===== src/rtl/smram_dec_pkg.sv =====
package smram_dec_pkg;
   localparam int SMRAM_ADDR_W    = 32;
   localparam int SMRAM_SIZE_LOG2 = 17;
   localparam logic [SMRAM_ADDR_W-1:0] SMRAM_LOCAL_BASE = 32'h000A_0000;
   localparam int CTL_OPEN_BIT  = 0;
   localparam int CTL_SPLIT_BIT = 5;

   typedef struct packed {
      logic hit;
      logic to_dram;
      logic to_pci;
   } smram_route_t;
endpackage


===== src/rtl/smram_window_match.sv =====
module smram_window_match #(
   parameter int ADDR_W    = 32,
   parameter int SIZE_LOG2 = 17,
   parameter logic [ADDR_W-1:0] BASE = '0
) (
   input  logic [ADDR_W-1:0] addr,
   output logic              match
);
   localparam int TAG_W = ADDR_W - SIZE_LOG2;
   localparam logic [TAG_W-1:0] BASE_TAG = BASE[ADDR_W-1:SIZE_LOG2];

   if (SIZE_LOG2 < 1 || SIZE_LOG2 >= ADDR_W) begin : g_bad_size
      $error("window size out of range");
   end
   if (BASE[SIZE_LOG2-1:0] != '0) begin : g_bad_align
      $error("window base not aligned to its size");
   end

   assign match = (addr[ADDR_W-1:SIZE_LOG2] == BASE_TAG);
endmodule


===== src/rtl/smram_route_policy.sv =====
module smram_route_policy
   import smram_dec_pkg::*;
#(
   parameter int OPEN_BIT  = CTL_OPEN_BIT,
   parameter int SPLIT_BIT = CTL_SPLIT_BIT
) (
   input  logic         in_window,
   input  logic         smm_active,
   input  logic         is_code,
   input  logic [7:0]   smram_ctl,
   output smram_route_t route
);
   if (OPEN_BIT > 7 || SPLIT_BIT > 7 || OPEN_BIT == SPLIT_BIT) begin : g_bad_bits
      $error("control bit positions invalid");
   end

   logic enabled;
   logic split;

   assign enabled = smm_active | smram_ctl[OPEN_BIT];
   assign split   = smram_ctl[SPLIT_BIT];

   always_comb begin
      route.hit     = in_window & enabled;
      route.to_pci  = route.hit & split & ~is_code;
      route.to_dram = route.hit & ~route.to_pci;
   end

   always_comb begin
      assert_closed_no_hit_R7: assert (smm_active || smram_ctl[OPEN_BIT] || !route.hit);
      assert_code_never_pci_R6: assert (!(route.to_pci && is_code));
      assert_one_route_R10: assert (!route.hit || $onehot({route.to_dram, route.to_pci}));
   end
endmodule


===== src/rtl/smram_window_decoder.sv =====
module smram_window_decoder
   import smram_dec_pkg::*;
#(
   parameter int ADDR_W      = SMRAM_ADDR_W,
   parameter int SIZE_LOG2   = SMRAM_SIZE_LOG2,
   parameter logic [ADDR_W-1:0] LOCAL_BASE = SMRAM_LOCAL_BASE,
   parameter int NUM_ALIASES = 2,
   parameter logic [NUM_ALIASES-1:0][ADDR_W-1:0] ALIAS_BASES =
      {32'h4E0A_0000, 32'h0E0A_0000}
) (
   input  logic [31:0] addr,
   input  logic        smm_active,
   input  logic        is_code,
   input  logic [7:0]  smram_ctl,
   output logic        hit,
   output logic        to_dram,
   output logic        to_pci,
   output logic [31:0] xlat_addr
);
   localparam int NWIN = NUM_ALIASES + 1;

   if (ADDR_W != 32) begin : g_bad_width
      $error("port width fixed at 32 bits");
   end
   if (NUM_ALIASES < 0) begin : g_bad_alias
      $error("alias count negative");
   end

   logic [NWIN-1:0] win_hit;
   logic            in_window;
   smram_route_t    route;

   smram_window_match #(
      .ADDR_W(ADDR_W), .SIZE_LOG2(SIZE_LOG2), .BASE(LOCAL_BASE)
   ) u_match_local (
      .addr(addr), .match(win_hit[0])
   );

   for (genvar i = 0; i < NUM_ALIASES; i++) begin : g_alias
      smram_window_match #(
         .ADDR_W(ADDR_W), .SIZE_LOG2(SIZE_LOG2), .BASE(ALIAS_BASES[i])
      ) u_match_alias (
         .addr(addr), .match(win_hit[i+1])
      );
   end

   assign in_window = |win_hit;

   smram_route_policy u_policy (
      .in_window(in_window),
      .smm_active(smm_active),
      .is_code(is_code),
      .smram_ctl(smram_ctl),
      .route(route)
   );

   assign hit     = route.hit;
   assign to_dram = route.to_dram;
   assign to_pci  = route.to_pci;

   always_comb begin
      if (route.hit)
         xlat_addr = {LOCAL_BASE[ADDR_W-1:SIZE_LOG2], addr[SIZE_LOG2-1:0]};
      else
         xlat_addr = addr;
   end

   always_comb begin
      assert_windows_disjoint_R1: assert ($onehot0(win_hit));
      assert_hit_maps_local_R2: assert (!hit ||
         (xlat_addr[ADDR_W-1:SIZE_LOG2] == LOCAL_BASE[ADDR_W-1:SIZE_LOG2] &&
          xlat_addr[SIZE_LOG2-1:0] == addr[SIZE_LOG2-1:0]));
      assert_miss_passthrough_R9: assert (hit || (xlat_addr == addr && !to_dram && !to_pci));
   end
endmodule


===== config.mk =====
export PLATFORM = sky130hd
export DESIGN_NAME = smram_window_decoder
export DESIGN_NICKNAME = d
export VERILOG_FILES = /design/src/rtl/smram_dec_pkg.sv /design/src/rtl/smram_window_match.sv /design/src/rtl/smram_route_policy.sv /design/src/rtl/smram_window_decoder.sv
export SDC_FILE = /design/constraint.sdc
export NUM_CORES = 1
export LEC_CHECK = 0
export BUFFER_PORTS_ARGS = -buffer_cell sky130_fd_sc_hd__buf_2
export CAP_MARGIN = 20
export CORE_MARGIN = 4
export CORE_UTILIZATION = 22
export DETAILED_ROUTE_END_ITERATION = 10
export PLACE_DENSITY = 0.82
export SETUP_SLACK_MARGIN = 0.3
export SYNTH_ARGS = -nofsm -noshare
export SYNTH_HDL_FRONTEND = slang
export SYNTH_SLANG_ARGS = --single-unit

===== constraint.sdc =====
create_clock -name vclk -period 0.89
set_input_delay 0.1335 -clock vclk [all_inputs]
set_output_delay 0.1335 -clock vclk [all_outputs]
set_load 0.1 [all_outputs]

* After elaboration in Yosys (flattened, before gate mapping)
Cells that the tools add are included.
** Storage, ports and cells
- Register bits after elaboration :: 0
- Input port bits :: 42
- Output and inout port bits :: 35
** Operators by class
- Equal/unequal tests :: 3
- Multiplexer cells :: 1
- Bitwise operators :: 7
- Reduce and logical (&&, ||, !) cells :: 1
** Operator list (number)
- $mux W32 :: 1
- $eq A15 B11 Y1 const B :: 1
- $eq A15 B14 Y1 const B :: 1
- $eq A15 B3 Y1 const B :: 1
- $and A1 B1 Y1 :: 4
- $reduce_or A3 Y1 :: 1
- $not A1 Y1 :: 2
- $or A1 B1 Y1 :: 1

* Logic depth before layout (Yosys ltp)
- Word-level depth :: 7
- Mapped depth :: 3
- Depth with buffers taken out :: 3

* Modules after synthesis
Synthesis repeated with hierarchy kept, for this count alone.
** Second synthesis, totals
- Cell total of the unflattened synthesis :: 54
- Area total of the unflattened synthesis :: 415.4 um^2
** By module, submodules not included
- smram_window_decoder :: times used 1, cells an instance 34, area each 244.0 um^2
- smram_window_match at g_alias[1].u_match_alias :: times used 1, cells an instance 5, area each 51.3 um^2
- smram_window_match at g_alias[0].u_match_alias :: times used 1, cells an instance 5, area each 48.8 um^2
- smram_window_match at u_match_local :: times used 1, cells an instance 5, area each 37.5 um^2
- smram_route_policy :: times used 1, cells an instance 5, area each 33.8 um^2

* Worst setup path after synthesis
OpenSTA, ideal clock, no wires.
- Path type :: input -> output
- Start :: input addr[24]
- End :: output hit
- Arrival :: 1.874 ns
- Required time :: 0.757 ns
- Path slack :: -1.117 ns
- Cell stages on the path :: 3
- Buffers on the path :: 0
- Cell sequence :: nor4_4 > o211ai_4 > nor2_1
** On the way
- Word-level cells in the longest chain between the ends :: 3
- Elaborated cells on any way between the ends :: 5
- Classes of those cells :: eq/ne: 3; bitwise: 1; reduce/logical: 1
** RTL lines
- start: declaration :: RTL line smram_window_decoder.sv:11 : input logic [31:0] addr,
- $eq A15 B3 Y1 (tied with other cells) :: RTL line smram_window_match.sv:19 : assign match = (addr[ADDR_W-1:SIZE_LOG2] == BASE_TAG);
- $reduce_or A3 Y1 (*) :: RTL line smram_window_decoder.sv:47 : assign in_window = |win_hit;
- $and A1 B1 Y1 (*) :: RTL line smram_route_policy.sv:24 : route.hit = in_window & enabled;
- end: declaration :: RTL line smram_window_decoder.sv:15 : output logic hit,
Every way passes the cells marked *; elsewhere a longest branch is shown, timed or not.

* Worst setup path after layout
- Start :: input addr[24]
- End :: output to_dram
** On the way
- Word-level cells in the longest chain between the ends :: 7
- Elaborated cells on any way between the ends :: 9
- Classes of those cells :: eq/ne: 3; bitwise: 5; reduce/logical: 1
** RTL lines
- $eq A15 B3 Y1 (tied with other cells) :: RTL line smram_window_match.sv:19
- $reduce_or A3 Y1 (*) :: RTL line smram_window_decoder.sv:47
- $and A1 B1 Y1 (*) :: RTL line smram_route_policy.sv:24
- $and A1 B1 Y1 (2 in series) :: RTL line smram_route_policy.sv:25 : route.to_pci = route.hit & split & ~is_code;
- $not A1 Y1 :: RTL line smram_route_policy.sv:26 : route.to_dram = route.hit & ~route.to_pci;
- $and A1 B1 Y1 (*) :: RTL line smram_route_policy.sv:26
- end: declaration :: RTL line smram_window_decoder.sv:16 : output logic to_dram,
Marks and branches as above.

==> flow_metrics.py <==
metrics = {
    "place": {
        "gp_congestion": 0.7704,
        "io_buffers": 37,
        "dp_hpwl_um": 928.9,
        "dp.cells": 83,
        "post_dp_cell_area_sq_um": 728.2,
    },
    "synth": {
        "yosys_warnings": 0,
        "synthTopCellsByCount": "buf_4 (17), clkbuf_1 (10), o21a_1 (4)",
        "ys_seq_area_share_pct": 0,
        "ys_types": 16,
        "synth_nets": 87,
        "synth_top_area_cell": "buf_4",
        "syn_area_sq_um": 332.8,
        "synth_cells": 45,
        "avgSynthCellArea_sq_um": 7.396,
        "synth_top_area_share_pct": 38.35,
        "yosysMostFrequentCell": "buf_4",
        "synthTopCellsByArea": "buf_4 (38%), clkbuf_1 (11%), o21a_1 (9.0%)",
    },
    "routing": {
        "drt_iter0_drc": 0,
        "drt_wl_total_mm": 1.156,
        "num_vias": 367,
        "dr.pass1.iters": 1,
        "drc": 0,
        "wire_per_inst_um": 13.76,
        "antenna_left": 0,
        "via_per_inst": 4.369,
    },
    "global_routing": {
        "grt_pass1_wl_mm": 1.759,
        "grt_use_met1_pct": 8.804,
        "grt_use_met2_pct": 23.04,
        "grt_max_degree": 7,
        "grt_use_total_pct": 10.43,
        "grt_pass1_vias": 423,
        "antenna_found_initial": 0,
        "overflow": 0,
        "grt.busiest_layer": "met2",
        "grtUsageMet3_pct": 3.831,
    },
    "final_layout": {
        "diodes": 0,
        "area_growth_pct": 180.5,
        "layout-drive-gt1-share_pct": 97.10,
        "seq_cell_count": 0,
        "nClkBuffers": 0,
        "design_area_sq_um": 933.4,
        "regArea_sq_um": 0,
        "stdcell_count": 84,
        "nets": 113,
    },
    "power": {
        "p_per_area_mw_per_mm2": 691.4,
        "ir_drop_uv": 319.6,
        "leakage_uw": 0.0004165,
    },
    "min_path": {
        "whs_path_depth": 0,
        "min_from": "addr[11]",
        "hold_end": "xlat_addr[11]",
        "min_path_type": "primary input to primary output",
    },
    "sta": {
        "worst_pin_slew_ps": 308.8,
        "hold_viol": 0,
        "fin_tns_setup_ps": -2825,
        "period_share_pct": 149.9,
        "setup_ws_ps": -444.3,
        "hold_slack_ps": 267.0,
        "rsz0062_at_grt": "yes",
        "min_period_ps": 1334,
        "setup_viol": 7,
        "fmax_mhz": 749.5,
        "slew_headroom_pct": 79.31,
        "slew_viol_final": 0,
    },
    "die": {
        "row_count": 13,
        "die_y_um": 46.90,
        "initial_core_util_pct": 24.36,
        "core_area_sq_mm": 0.001366,
        "ios": 77,
        "die_area_sq_mm": 0.002199,
        "die_w_um": 46.90,
    },
    "critical_path": {
        "critPathLaunchType": "primary input",
        "crit_start": "addr[24]",
        "path_class": "primary input to primary output",
        "cp_max_fo": 6,
        "critPathCaptureType": "primary output",
        "crit_arrival_ps": 1200,
        "worstPathRequired_ps": 760,
    },
    "run": {
        "cap_violations": 0,
    },
    "outcome": {
        "violations": "setup timing",
        "status": "complete, but fails checks",
    },
}
-- kinds of logic after synthesis --
logic type | share of synthesized area (%)
buf+inv | 52.63
compound gates | 18.42
simple gates | 28.95
-- how the worst max path moves through the flow --
stage / endpoint / slack, ps
floorplan: to_pci / -730
global placement: xlat_addr[25] / -530
detailed placement: xlat_addr[26] / -540
CTS: to_dram / -480
global route: to_dram / -500
finish: to_dram / -440
-- report_power, final --
| part | total [uW] | switching (uW) | internal (uW) | leakage, uW |
|---|---|---|---|---|
| registers | 0 | 0 | 0 | 0 |
| logic | 645 | 359 | 286 | 0.000416 |
| clock network | 0 | 0 | 0 | 0 |
| total | 645 | 359 | 286 | 0.000416 |
-- metal layers --
layer / part of all wire (%) / vias to the layer above
li1: - / 173
met1: 25 / 163
met2: 58 / 29
met3: 16 / 2
met4: 0.52 / 0
met5: 0 / -
-- cells in the final DEF, fill, tap and decap left out, types with 2 or more instances in the layout --
cell type / netlist / layout
buf_6: 0 / 16
nor3_2: 1 / 2
buf_12: 0 / 19
buf_4: 17 / 3
buf_8: 0 / 6
buf_2: 0 / 8
o21a_2: 0 / 3
-- metrics by stage --
step,total power [uW],utilization [%],setup WS [ps]
finish,645.3,68.32,-444.3
global route,667.0,68.32,-502.9
CTS,624.5,64.93,-475.6
detailed placement,544.1,53.30,-540.4
global placement,539.5,53.30,-533.4
floorplan,702.8,-,-725.4
-- final cells by class --
| type | count | area [sq um] |
|---|---|---|
| tap | 15 | 18.77 |
| timing repair buffer | 52 | 713.2 |
| fill | 101 | 432.9 |
| multi-input combinational | 17 | 201.4 |
-- critical path: stages --
cell	delay [ps]
buf_8	100
nor4_4	320
o211ai_4	180
nor3_4	260
buf_12	200
-- timing repair --
item | in CTS | in global routing
gates resized for setup | 40 | 9
hold buffers | 0 | 0
pin swaps | 4 | 4
setup buffers | 0 | 1
endpoints found under the setup margin | 18 | 18
(Power assumes the default switching activity.)
